`src/rtl/tsg_pkg.sv`:
```
package tsg_pkg;
  typedef enum logic {
    ARB_FIXED = 1'b0,
    ARB_RR    = 1'b1
  } arb_mode_e;

  localparam int PAUSE_W = 16;
endpackage

```
`src/rtl/tsg_start_cond.sv`:
```
module tsg_start_cond #(
  parameter int MAX_CELLS = 3,
  parameter int CNT_W     = 2,
  parameter int THR_W     = 3
) (
  input  logic [CNT_W-1:0] cell_count_i,
  input  logic             eop_buffered_i,
  input  logic [THR_W-1:0] cell_thresh_i,
  output logic             fill_ok_o
);
  logic [THR_W-1:0] thr_eff;

  // clamp the programmed threshold into 1..MAX_CELLS
  always_comb begin
    if (cell_thresh_i == '0)
      thr_eff = THR_W'(1);
    else if (int'(cell_thresh_i) > MAX_CELLS)
      thr_eff = THR_W'(MAX_CELLS);
    else
      thr_eff = cell_thresh_i;
  end

  assign fill_ok_o = eop_buffered_i ||
                     (int'(cell_count_i) >= int'(thr_eff));
endmodule

```
`src/rtl/tsg_arbiter.sv`:
```
module tsg_arbiter #(
  parameter int NUM_Q = 8,
  localparam int QW   = $clog2(NUM_Q)
) (
  input  logic             clk,
  input  logic             rst_n,
  input  logic [NUM_Q-1:0] req_i,
  input  logic             rr_mode_i,
  input  logic             take_i,
  output logic             grant_valid_o,
  output logic [QW-1:0]    grant_idx_o
);
  import tsg_pkg::*;

  logic [QW-1:0] last_q, last_d;
  logic [QW-1:0] fixed_idx, rr_idx;
  arb_mode_e     mode;

  assign mode = arb_mode_e'(rr_mode_i);

  // fixed priority: highest index wins
  always_comb begin
    fixed_idx = '0;
    for (int i = 0; i < NUM_Q; i++)
      if (req_i[i]) fixed_idx = QW'(i);
  end

  // round-robin: smallest offset after the last served wins
  always_comb begin
    rr_idx = '0;
    for (int k = NUM_Q; k >= 1; k--) begin
      if (req_i[(int'(last_q) + k) % NUM_Q])
        rr_idx = QW'((int'(last_q) + k) % NUM_Q);
    end
  end

  assign grant_valid_o = |req_i;
  assign grant_idx_o   = (mode == ARB_RR) ? rr_idx : fixed_idx;

  always_comb begin
    last_d = last_q;
    if (take_i) last_d = grant_idx_o;
  end

  always_ff @(posedge clk or negedge rst_n) begin
    if (!rst_n) last_q <= QW'(NUM_Q - 1);
    else        last_q <= last_d;
  end
endmodule

```
`src/rtl/tsg_pause_timer.sv`:
```
module tsg_pause_timer #(
  parameter int PW = 16
) (
  input  logic          clk,
  input  logic          rst_n,
  input  logic          enable_i,
  input  logic          load_i,
  input  logic [PW-1:0] quanta_i,
  input  logic          tick_i,
  output logic [PW-1:0] timer_o
);
  logic [PW-1:0] cnt_q, cnt_d;

  always_comb begin
    cnt_d = cnt_q;
    if (load_i && enable_i)
      cnt_d = quanta_i;
    else if (tick_i && (cnt_q != '0))
      cnt_d = cnt_q - PW'(1);
  end

  always_ff @(posedge clk or negedge rst_n) begin
    if (!rst_n) cnt_q <= '0;
    else        cnt_q <= cnt_d;
  end

  assign timer_o = cnt_q;
endmodule

```
`src/rtl/tx_start_gate.sv`:
```
module tx_start_gate #(
  parameter int NUM_Q     = 8,
  parameter int MAX_CELLS = 3,
  parameter int THR_W     = 3,
  localparam int QW       = $clog2(NUM_Q),
  localparam int CNT_W    = $clog2(MAX_CELLS + 1),
  localparam int PW       = tsg_pkg::PAUSE_W
) (
  input  logic             clk,
  input  logic             rst_n,
  input  logic [NUM_Q-1:0] q_ready_i,
  input  logic             rr_mode_i,
  input  logic [CNT_W-1:0] cell_count_i,
  input  logic             eop_buffered_i,
  input  logic [THR_W-1:0] cell_thresh_i,
  input  logic             frame_busy_i,
  input  logic             full_duplex_i,
  input  logic             flow_en_i,
  input  logic             pause_valid_i,
  input  logic [PW-1:0]    pause_quanta_i,
  input  logic             slot_tick_i,
  output logic             start_o,
  output logic [QW-1:0]    start_queue_o,
  output logic [PW-1:0]    pause_timer_o,
  output logic             pause_hold_o
);
  logic          fill_ok, grant_valid, start_d, start_q, flow_on;
  logic [QW-1:0] grant_idx, queue_d, queue_q;

  tsg_start_cond #(.MAX_CELLS(MAX_CELLS), .CNT_W(CNT_W), .THR_W(THR_W)) u_cond (
    .cell_count_i   (cell_count_i),
    .eop_buffered_i (eop_buffered_i),
    .cell_thresh_i  (cell_thresh_i),
    .fill_ok_o      (fill_ok)
  );

  tsg_arbiter #(.NUM_Q(NUM_Q)) u_arb (
    .clk           (clk),
    .rst_n         (rst_n),
    .req_i         (q_ready_i),
    .rr_mode_i     (rr_mode_i),
    .take_i        (start_d),
    .grant_valid_o (grant_valid),
    .grant_idx_o   (grant_idx)
  );

  assign flow_on = full_duplex_i && flow_en_i;

  tsg_pause_timer #(.PW(PW)) u_pause (
    .clk      (clk),
    .rst_n    (rst_n),
    .enable_i (flow_on),
    .load_i   (pause_valid_i),
    .quanta_i (pause_quanta_i),
    .tick_i   (slot_tick_i),
    .timer_o  (pause_timer_o)
  );

  assign pause_hold_o = flow_on && (pause_timer_o != '0);

  always_comb begin
    start_d = grant_valid && fill_ok && !frame_busy_i &&
              !pause_hold_o && !start_q;
    queue_d = start_d ? grant_idx : queue_q;
  end

  always_ff @(posedge clk or negedge rst_n) begin
    if (!rst_n) begin
      start_q <= 1'b0;
      queue_q <= '0;
    end else begin
      start_q <= start_d;
      queue_q <= queue_d;
    end
  end

  assign start_o       = start_q;
  assign start_queue_o = queue_q;
endmodule

```
`config.mk`:
```
export PLATFORM = sky130hd
export DESIGN_NAME = tx_start_gate
export DESIGN_NICKNAME = d
export VERILOG_FILES = /design/src/rtl/tsg_pkg.sv /design/src/rtl/tsg_start_cond.sv /design/src/rtl/tsg_arbiter.sv /design/src/rtl/tsg_pause_timer.sv /design/src/rtl/tx_start_gate.sv
export SDC_FILE = /design/constraint.sdc
export NUM_CORES = 1
export LEC_CHECK = 0
export ABC_AREA = 1
export BUFFER_PORTS_ARGS = -buffer_cell sky130_fd_sc_hd__buf_2
export CAP_MARGIN = 40
export CORE_AREA = 2 2 74 76
export DETAILED_ROUTE_END_ITERATION = 12
export DIE_AREA = 0 0 76 78
export PLACE_DENSITY = 0.78
export SLEW_MARGIN = 20
export SYNTH_ARGS = -nofsm -noshare
export SYNTH_HDL_FRONTEND = slang
export SYNTH_HIERARCHICAL = 1
export SYNTH_SLANG_ARGS = --single-unit
export TNS_END_PERCENT = 10
```
`constraint.sdc`:
```
create_clock -name clk -period 4.3 [get_ports clk]
set_clock_uncertainty 0.2 [all_clocks]
set_input_delay 0.86 -clock clk [delete_from_list [all_inputs] [get_ports clk]]
set_output_delay 0.86 -clock clk [all_outputs]
set_load 0.005 [all_outputs]
```
==> flow_metrics.py <==
metrics = {
    "synth": {
        "ys_async_sr_fraction": 1.00,
        "synth_commonest_cells": "nand2_1, nor2_1, nand3_1",
        "synth_cell_types": 37,
        "synth_compound_area_frac": 0.0812,
        "synthTopCellsByArea": "nand2_1, dfrtp_1, nand3_1",
        "synthSimpleGateAreaFrac": 0.542,
        "synthMuxAreaShare": 0.00812,
        "syn_area_sq_um": 2460,
        "ys_seq_elements": 23,
        "synth_warnings": 6,
        "yosysMostFrequentCell": "nand2_1",
        "syn-instance-count": 396,
        "yosys.area_share.xor_xnor": 0.0173,
        "synth_edf_count": 0,
        "yosysSeqAreaShare": 0.235,
        "synth_top_area_share": 0.219,
        "synth_top_family_by_area": "simple AND/OR/NAND/NOR gates",
        "synthAdderAreaFrac": 0.0254,
        "synthFlopType": "dfrtp_1",
        "synth.avg_cell_area_sq_um": 6.22,
        "synth_nets": 439,
        "yosysTopAreaCell": "nand2_1",
    },
    "cells_and_area": {
        "syn2layout_area_growth_pct": 14.7,
        "nNetsFinal": 494,
        "final_cells": 520,
        "final_layout_size_suffix_gt1_frac": 0.276,
        "diodes": 0,
    },
    "sta": {
        "max_freq_mhz": 361,
        "maxSlewViolCount": 0,
        "finalCriticalPeriod_ps": 2770,
        "setup_ws_ps": 1530,
        "whs_ps": 277,
        "finalCritPeriodShare": 0.643,
        "slew_headroom": 0.636,
        "finalSetupTns_ps": 0,
        "setup_viol": 0,
        "rsz0062_at_grt": "false",
        "hold_viol": 0,
        "worstMarginPinSlew_ps": 546,
    },
    "power": {
        "power_density_nw_per_um2": 674,
        "p_leak_nw": 1.55,
        "peakVddDrop_v": 0.000311,
        "total_power_mw": 1.91,
    },
    "worst_hold_path": {
        "hp-class": "flip-flop to flip-flop",
        "worstHoldStart": "start_queue_o[2]$_DFFE_PN0P_",
        "hold_depth": 2,
        "holdPathEnd": "start_queue_o[2]$_DFFE_PN0P_",
    },
    "global_routing": {
        "grt_pass1_wl_microns": 10500,
        "grt_max_degree": 27,
        "overflow": 0,
        "grt_pass1_vias": 2420,
        "antenna_found_initial": 0,
        "track_usage": 0.211,
    },
    "floorplanning": {
        "initial_core_util": 0.489,
        "placementRows": 26,
        "die-area_sq_um": 5930,
        "core_area_sq_um": 5040,
        "die-width_microns": 76,
        "io-pin-count": 59,
        "die_h_microns": 78,
    },
    "cts": {
        "post_cts_buffers": 0,
        "clockBufferDepth": 2,
        "cts_hold_repair.buffers": 0,
        "clockRootBuffer": "clkbuf_8",
        "ctsResizeCount": 0,
        "cts_tree": "built",
        "cts_made_buffers": 3,
        "cts_sinks": 23,
        "cts-htree-levels": 1,
        "path_clk_slew_ps": 90,
        "clk_latency_ps": 270,
    },
    "place": {
        "dpl.hpwl_microns": 4820,
        "dp.cells": 516,
        "routabilityCongestion": 1.02,
        "portBuffers": 58,
        "place_ws_ps": 1510,
    },
    "route": {
        "dr.pass1.iters": 4,
        "drc": 0,
        "drtIter0Drc": 134,
        "routed-via-count": 2665,
        "wire_per_inst_microns": 12.0,
        "ant_nets": 0,
        "vias_per_cell": 5.13,
        "wirelength_microns": 6220,
    },
    "setup_path": {
        "cp.arrival_ps": 2730,
        "r2r_setup_slack_ps": 1530,
        "crit-reg2reg-launch": "u_arb/last_q[0]$_DFFE_PN1P_",
        "worst-path-max-fanout": 13,
        "ff2ff_path_depth": 16,
        "timing.critical_path.required_ps": 4270,
        "path_class": "flip-flop to flip-flop",
        "timing.rr.end": "start_queue_o[1]$_DFFE_PN0P_",
        "critPathCaptureType": "flip-flop",
        "start_kind": "flip-flop",
    },
    "run": {
        "cap_violations": 0,
    },
    "run_status": {
        "outcome": "completed",
    },
}
layout by cell type, fill, tap and decap left out, drive strengths merged:
cell type  netlist  routed
o21ai           13      13
buf              5      58
xor2             1       1
nand4            3       3
o21bai           3       3
nor2            50      50
dfrtp           20      20
a31oi            1       1
o31ai            1       1
nor3             2       2
nand3b           1       1
mux2i            2       2
xnor2            3       3
nand3           58      58
nand2          163     163
clkbuf           3       3
dfstp            3       3
inv             41      41
or2              3       3
nor4             1       1
clkinvlp         0       1
ha               5       5
clkinv           1       1
a21oi           13      13
worst max-delay path, cell delays in order, from the launching register on:
cell	delay [ps]
dfstp_2	720
inv_2	140
ha_1	420
inv_2	170
nand3_1	140
nand3_2	110
nand2_2	70
a21oi_1	120
nand3_1	90
nand2_1	60
nand2_1	40
nand2_1	50
nand2_1	50
nand2_1	80
nand2_2	60
nand3_1	90
nand2_1	50
how the worst max path moves through the flow:
| stage | endpoint | slack, ps | from |
|---|---|---|---|
| detailed placement | u_pause/timer_o[4]$_DFFE_PN0P_ | 1510 | full_duplex_i |
| finish | start_queue_o[1]$_DFFE_PN0P_ | 1530 | u_arb/last_q[0]$_DFFE_PN1P_ |
| global route | start_queue_o[2]$_DFFE_PN0P_ | 1300 | u_arb/last_q[0]$_DFFE_PN1P_ |
| global placement | u_pause/timer_o[4]$_DFFE_PN0P_ | 1550 | full_duplex_i |
| CTS | start_queue_o[1]$_DFFE_PN0P_ | 1550 | u_arb/last_q[0]$_DFFE_PN1P_ |
| floorplan | start_queue_o[1]$_DFFE_PN0P_ | 1900 | u_arb/last_q[1]$_DFFE_PN1P_ |
report_power, final:
group	switching [mW]	internal [mW]	total [mW]	leakage, nW
clock network	0.0762	0.0656	0.142	0.0217
registers	0.137	0.298	0.435	0.274
logic	0.839	0.491	1.33	1.25
logic make-up after synthesis:
| family | after synthesis |
|---|---|
| adders and majority gates | 5 |
| AOI/OAI and AO/OA | 31 |
| buffers and inverters | 50 |
| xor gates and xnor gates | 4 |
| muxes | 2 |
| DFF | 23 |
| and+or+nand+nor | 281 |
registers in the layout, indices dropped and copies added (netlist names):
signal	flops
start_queue_o	3
start_o	1
u_pause/timer_o	16
u_arb/last_q	3
per-stage QoR:
step	area (sq um)	util
after floorplan	2460	-
after detailed placement	2780	0.551
final	2830	0.561
after global placement	2780	0.551
after global routing	2830	0.561
after CTS	2830	0.561
layout make-up:
| class | instances | area (sq um) |
|---|---|---|
| Fill cell | 510 | 2210 |
| Multi-Input combinational cell | 323 | 1660 |
| Timing Repair Buffer | 58 | 290 |
| Inverter | 42 | 160 |
| Clock inverter | 1 | 7.51 |
| Clock buffer | 3 | 41.3 |
| Sequential cell | 23 | 579 |
| Tap cell | 70 | 87.6 |
routing by layer:
metal	track usage	wire, microns
met3	0.0221	316
met2	0.374	3100
met5	0	0
met1	0.268	2700
met4	0.0709	95
No activity file was read; power rests on OpenSTA's default activity.
